$ cat src/rtl/usb_ep_handshake.sv
module usb_ep_handshake #(
  parameter int FIFO_DEPTH = 64,
  parameter int MAX_PKT    = 64,
  localparam int LW        = $clog2(FIFO_DEPTH + 1)
) (
  input  logic          clk,
  input  logic          rst_n,
  input  logic          tok_valid,
  input  logic [1:0]    tok_kind,
  input  logic          tx_empty,
  input  logic [LW-1:0] rx_level,
  input  logic          dma_eot_n,
  input  logic          dma_req,
  input  logic          cpu_we,
  input  logic [7:0]    cpu_wdata,
  output logic [7:0]    cpu_rdata,
  output logic          hs_valid,
  output logic [1:0]    hs_code,
  output logic          rx_discard
);
  localparam logic [1:0] K_IN = 2'd0, K_OUT = 2'd1, K_DESC = 2'd2, K_NONE = 2'd3;
  localparam logic [1:0] HS_ACK = 2'd0, HS_ZLP = 2'd1, HS_NAK = 2'd2, HS_STALL = 2'd3;

  logic sw_eot, usb_en, ep4_stall, ep3_stall;
  logic [1:0] resp;
  logic zlp_now, drop_now;
  logic no_room;

  assign no_room = ((LW+1)'(rx_level) + (LW+1)'(MAX_PKT)) > (LW+1)'(FIFO_DEPTH);
  assign cpu_rdata = {1'b0, sw_eot, usb_en, ep4_stall, ep3_stall, dma_req, 2'b00};

  always_comb begin
    resp     = HS_NAK;
    zlp_now  = 1'b0;
    drop_now = 1'b0;
    case (tok_kind)
      K_IN: begin
        if (ep4_stall)                  resp = HS_STALL;
        else if (!tx_empty)             resp = HS_ACK;
        else if (sw_eot || !dma_eot_n) begin
          resp    = HS_ZLP;
          zlp_now = tok_valid;
        end
      end
      K_OUT: begin
        if (ep3_stall) begin
          resp     = HS_STALL;
          drop_now = 1'b1;
        end else if (!no_room)          resp = HS_ACK;
      end
      K_DESC: if (usb_en)               resp = HS_ACK;
      default: resp = HS_NAK;
    endcase
  end

  always_ff @(posedge clk) begin
    if (!rst_n) begin
      hs_valid   <= 1'b0;
      hs_code    <= HS_NAK;
      rx_discard <= 1'b0;
    end else begin
      hs_valid   <= tok_valid && (tok_kind != K_NONE);
      hs_code    <= resp;
      rx_discard <= tok_valid && drop_now;
    end
  end

  always_ff @(posedge clk) begin
    if (!rst_n) begin
      sw_eot    <= 1'b0;
      usb_en    <= 1'b0;
      ep4_stall <= 1'b0;
      ep3_stall <= 1'b0;
    end else if (cpu_we) begin
      sw_eot    <= cpu_wdata[6];
      usb_en    <= cpu_wdata[5];
      ep4_stall <= cpu_wdata[4];
      ep3_stall <= cpu_wdata[3];
    end else if (zlp_now) begin
      sw_eot    <= 1'b0;
    end
  end


  a_r3_stall_first: assert property (@(posedge clk) disable iff (!rst_n)
    (tok_valid && tok_kind == K_IN && ep4_stall) |=> (hs_valid && hs_code == HS_STALL));

  a_r5_zlp_needs_empty: assert property (@(posedge clk) disable iff (!rst_n)
    (hs_valid && hs_code == HS_ZLP) |-> $past(tx_empty));

  a_r7_eot_self_clear: assert property (@(posedge clk) disable iff (!rst_n)
    (tok_valid && tok_kind == K_IN && !ep4_stall && tx_empty && sw_eot && !cpu_we) |=> !cpu_rdata[6]);

  a_r8_write_wins: assert property (@(posedge clk) disable iff (!rst_n)
    (cpu_we && cpu_wdata[6]) |=> cpu_rdata[6]);

  a_r9_desc_gate: assert property (@(posedge clk) disable iff (!rst_n)
    (tok_valid && tok_kind == K_DESC && !usb_en) |=> (hs_valid && hs_code == HS_NAK));

  a_r10_discard_stall: assert property (@(posedge clk) disable iff (!rst_n)
    rx_discard |-> (hs_valid && hs_code == HS_STALL));
endmodule

$ cat config.mk
export PLATFORM = sky130hd
export DESIGN_NAME = usb_ep_handshake
export DESIGN_NICKNAME = d
export VERILOG_FILES = /design/src/rtl/usb_ep_handshake.sv
export SDC_FILE = /design/constraint.sdc
export NUM_CORES = 1
export LEC_CHECK = 0
export ABC_AREA = 1
export BUFFER_PORTS_ARGS = -buffer_cell sky130_fd_sc_hd__buf_2
export CAP_MARGIN = 20
export CELL_PAD_IN_SITES_DETAIL_PLACEMENT = 0
export CELL_PAD_IN_SITES_GLOBAL_PLACEMENT = 1
export CORE_MARGIN = 4
export CORE_UTILIZATION = 20
export CTS_CLUSTER_DIAMETER = 100
export DETAILED_ROUTE_END_ITERATION = 7
export GPL_TIMING_DRIVEN = 1
export PLACE_DENSITY_LB_ADDON = 0.1
export SYNTH_ARGS = -nofsm -noshare
export SYNTH_HDL_FRONTEND = slang
export SYNTH_SLANG_ARGS = --single-unit
$ cat constraint.sdc
create_clock -name clk -period 1 [get_ports clk]
set_clock_uncertainty 0.2 [all_clocks]
set_input_delay 0.15 -clock clk [delete_from_list [all_inputs] [get_ports clk]]
set_output_delay 0.15 -clock clk [all_outputs]
set_load 0.005 [all_outputs]
Yosys cells after proc, flatten, opt, wreduce, memory -nomap -nowiden
Cells that the tools add are included.

storage, ports and cells
  flip-flop bits (word level) = 8
  logic and storage cells = 33

cells by class
  $add $sub $neg = 1
  order comparisons = 1
  equality and inequality tests = 3
  multiplexer cells = 15
  reduce and logical (&&, ||, !) cells = 6

operators with widths
  kind                                                                             number
  2-bit 2-to-1 mux                                                                 6
  7-bit by 7-bit adder with 8-bit output, second input constant                    1
  8-bit by 7-bit greater-than comparator with 1-bit output, second input constant  1
  1-bit 2-to-1 mux                                                                 8
  2-bit one-hot mux with 3 select lines                                            1
  2-bit by 1-bit equality test with 1-bit output, second input constant            1
  2-bit equality test, second input constant                                       1
  1-bit logical AND                                                                2
  2-bit logical NOT                                                                1
  2-bit inequality test, second input constant                                     1
  2-bit nonzero test                                                               1
  1-bit logical NOT                                                                1
  1-bit logical OR                                                                 1

Logic depth before layout (Yosys ltp)
  word-level depth = 8
  depth in mapped cells = 6

Least setup slack after synthesis
Ideal clock, no wire load.

  path kind = register -> register
  start point = reg usb_en
  end point = reg hs_code[1]
  library setup time = 0.114 ns
  data arrival time = 0.659 ns
  data required time = 0.686 ns
  setup slack = 0.026 ns
  stages on the path, launching flop included = 6
  buffers on the path = 0
  clock period less this slack = 0.974 ns
  cells stage by stage = dfxtp_1 inv_1 o21ai_0 nand2_1 nor2_1 nand2_1

between the ends
  word-level cells in the longest chain between the ends = 2

RTL lines
  element                                line  text
  start, declared                        24    logic sw_eot, usb_en, ep4_stall, ep3_stall;
  start signal, assigned                 76    usb_en <= cpu_wdata[5];
  2-bit 2-to-1 mux                       51    K_DESC: if (usb_en) resp = HS_ACK;
  2-bit one-hot mux with 3 select lines  36    case (tok_kind)
  end signal, assigned                   63    hs_code <= resp;
  end, declared                          18    output logic [1:0] hs_code,

Every way passes these cells.
A chain may end at the register's enable or synchronous reset.

Worst setup path in the final report
  start point = reg ep3_stall
  end point = out cpu_rdata[3]

RTL lines
  element                 line  text
  start, declared         24
  start signal, assigned  78    ep3_stall <= cpu_wdata[3];
  end, declared           16    output logic [7:0] cpu_rdata,

No word-level cell between the ends.

==> flow_summary.ini <==
[place]
io_buffers = 26
gp_congestion = 0.677
placed_cell_area_sq_um = 564
dp_hpwl_um = 870

[floorplanning]
die-area_sq_mm = 0.00300
rows = 16
die_y_um = 54.8
die_x_um = 54.8
initial_core_util = 0.217
core_area_sq_mm = 0.00202
ioPinCount = 36

[global_routing]
antenna_found_initial = 0
grt_pass1_wl_um = 1580
grt_pass1_vias = 379
grt_max_degree = 6
gr-usage-all-layers = 0.0798
overflow = 0

[final_layout]
area_growth_pct = 45.7
final_nets = 117
n_antenna_cell = 0
final_area_sq_um = 638
multi_input_area_sq_um = 199
filler_cell_count = 243
drive_gt1_frac = 0.549
regArea_sq_um = 168

[yosys]
syn_area_sq_um = 438
synth_area_leaders = dfxtp_1, buf_4, nand2_1
synth.avg_cell_area_sq_um = 6.84
netlist.area_leader.share = 0.366
synth.distinct_cells = 17
synth-seq-cells = 8
yosysSeqAreaShare = 0.366
ys_warn_count = 0
syn_inst = 64
synth_top_area_cell = dfxtp_1

[run_status]
failed_checks = hold timing, setup timing
status = finished with violations

[drt]
dr.max_layer_used = met4
drt-initial-drc-count = 1
firstDrtPassIters = 2
wl_met3_um = 90
wire_per_inst_um = 8.63
drtAntennaViolNets = 0
wl_met2_um = 461
wl_um = 1020
vias_per_cell = 3.73
wl_met1_um = 442
vias = 440
drc = 0

[timing]
finalWorstSetupSlack_ps = -65.8
period_share = 1.07
fin_tns_setup_ps = -151
finalHoldViolCount = 7
rsz0062_at_grt = true
hold_ws_ps = -72.1
setup_viol_count_final = 4
fmax_mhz = 938
min_period_ps = 1070
drv_slew = 0

[cts]
postCtsHoldBufs = 2
cts_setup_buffers = 0
numClockSinks = 8
cts_made_buffers = 3
tritoncts = yes
cts_buffer_depth = 2
htree_levels = 1
cts.clk_slew.worst_paths_ps = 50
cts_root_buffer = clkbuf_4
clock_latency_ps = 250

[critical_path]
r2r-start = ep4_stall
critPathRequiredTime_ps = 650
cp_num_cells = 1
critPathLaunch = ep3_stall
r2r_slack_ps = 10
end_kind = output pin
r2r_cells = 6
crit_slowest_cell = dfxtp_4
crit_family = flip-flops
crit_end = cpu_rdata[3]
cp_slowest_stage_delay_ps = 360
path_max_fanout = 4
crit_chain = buf_6
start_kind = flop
critPathKind = reg2out
crit_buf_inv = 1
r2r_end = sw_eot
worstPathArrival_ps = 720

[min_path]
min_from = tok_kind[0]
hold_class = in2reg
hold_path_depth = 2

[power_and_ir_drop]
sw_frac_of_total = 0.252
clkPwrFrac = 0.322
comb_power_share = 0.209
seq_power_share = 0.470
vdd_drop_max_v = 0.000453
p_leak_nw = 0.329
total_power_uw = 740
internal_power_uw = 554
p_per_area_mw_per_mm2 = 1160
p_sw_uw = 186

[job]
cap_violations = 0
==> how the worst min path moves through the flow <==
stage	to
2_1_floorplan	hs_valid
3_3_place_gp	cpu_rdata[2]
3_5_place_dp	cpu_rdata[2]
4_1_cts	hs_valid
5_1_grt	hs_valid
6_report	hs_valid
==> registers in the layout, indices dropped and copies added (netlist names) <==
| register | count |
|---|---|
| sw_eot | 1 |
| rx_discard | 1 |
| usb_en | 1 |
| ep4_stall | 1 |
| hs_valid | 1 |
| ep3_stall | 1 |
| hs_code | 2 |
==> kinds of logic (layout without fill, tap and decap cells) <==
logic type | after synthesis | count (layout) | share of synthesized area
DFF | 8 | 8 | 0.366
and+or+nand+nor | 26 | 26 | 0.263
buffers and inverters | 18 | 43 | 0.223
AOI/OAI and AO/OA | 11 | 11 | 0.140
other | 1 | 3 | 0.00856
==> routing by layer <==
metal,vias up,GRT usage
met5,-,0
met1,180,0.0878
met3,2,0.0436
met4,0,0.0622
li1,242,-
met2,16,0.112
==> final cells by class <==
type	count	share of cell area
inverter	10	0.0588
multi-input combinational	40	0.312
tap	27	0.0529
sequential	8	0.263
timing repair buffer	30	0.278
clock buffer	3	0.0353
==> cell usage after synthesis <==
cell,count
a211oi_1,1
nand2_1,11
a21oi_1,5
a21oi_2,1
nor2_1,9
buf_4,8
o21ai_1,2
nand4_1,1
o21ai_0,2
conb_1,1
nor3_2,1
nor2_2,1
inv_2,6
dfxtp_1,8
inv_1,4
nand2_2,2
nand3_1,1
==> placed cells by master, fill, tap and decap left out, types with 2 or more instances in the layout <==
cell,synthesis,routed
a21oi_1,5,4
clkbuf_4,0,3
dfxtp_1,8,4
nor2_1,9,7
nand2_2,2,3
inv_1,4,4
nand2_1,11,10
a21oi_2,1,2
dfxtp_2,0,3
buf_2,0,24
dlygate4sd3_1,0,2
o21ai_1,2,3
nor2_2,1,3
buf_4,8,2
conb_1,1,3
inv_2,6,6
buf_6,0,2
==> metrics by stage <==
| stage | util | hold slack, ps | instances | setup WS, ps |
|---|---|---|---|---|
| 5_1_grt | 0.316 | -79.5 | 118 | -106 |
| 4_1_cts | 0.303 | -82.1 | 118 | -93.6 |
| 3_3_place_gp | 0.279 | 100 | 113 | -29.5 |
| 3_5_place_dp | 0.279 | 100 | 113 | -37.4 |
| 2_1_floorplan | - | 44.4 | 66 | 26.2 |
| 6_report | 0.316 | -72.1 | 118 | -65.8 |
==> power groups by stage <==
stage / logic, mW / clock network, mW / registers, mW
floorplan: 0.0862 / 0 / 0.352
global placement: 0.140 / 0 / 0.352
detailed placement: 0.139 / 0 / 0.353
CTS: 0.146 / 0.256 / 0.348
global route: 0.176 / 0.276 / 0.350
finish: 0.154 / 0.238 / 0.348
==> timing repair <==
item,CTS,global route
setup endpoints to repair,10,11
hold endpoints to repair,7,6
resized for setup,5,7
pin swaps,2,0
Power figures use the tool's default switching activity.
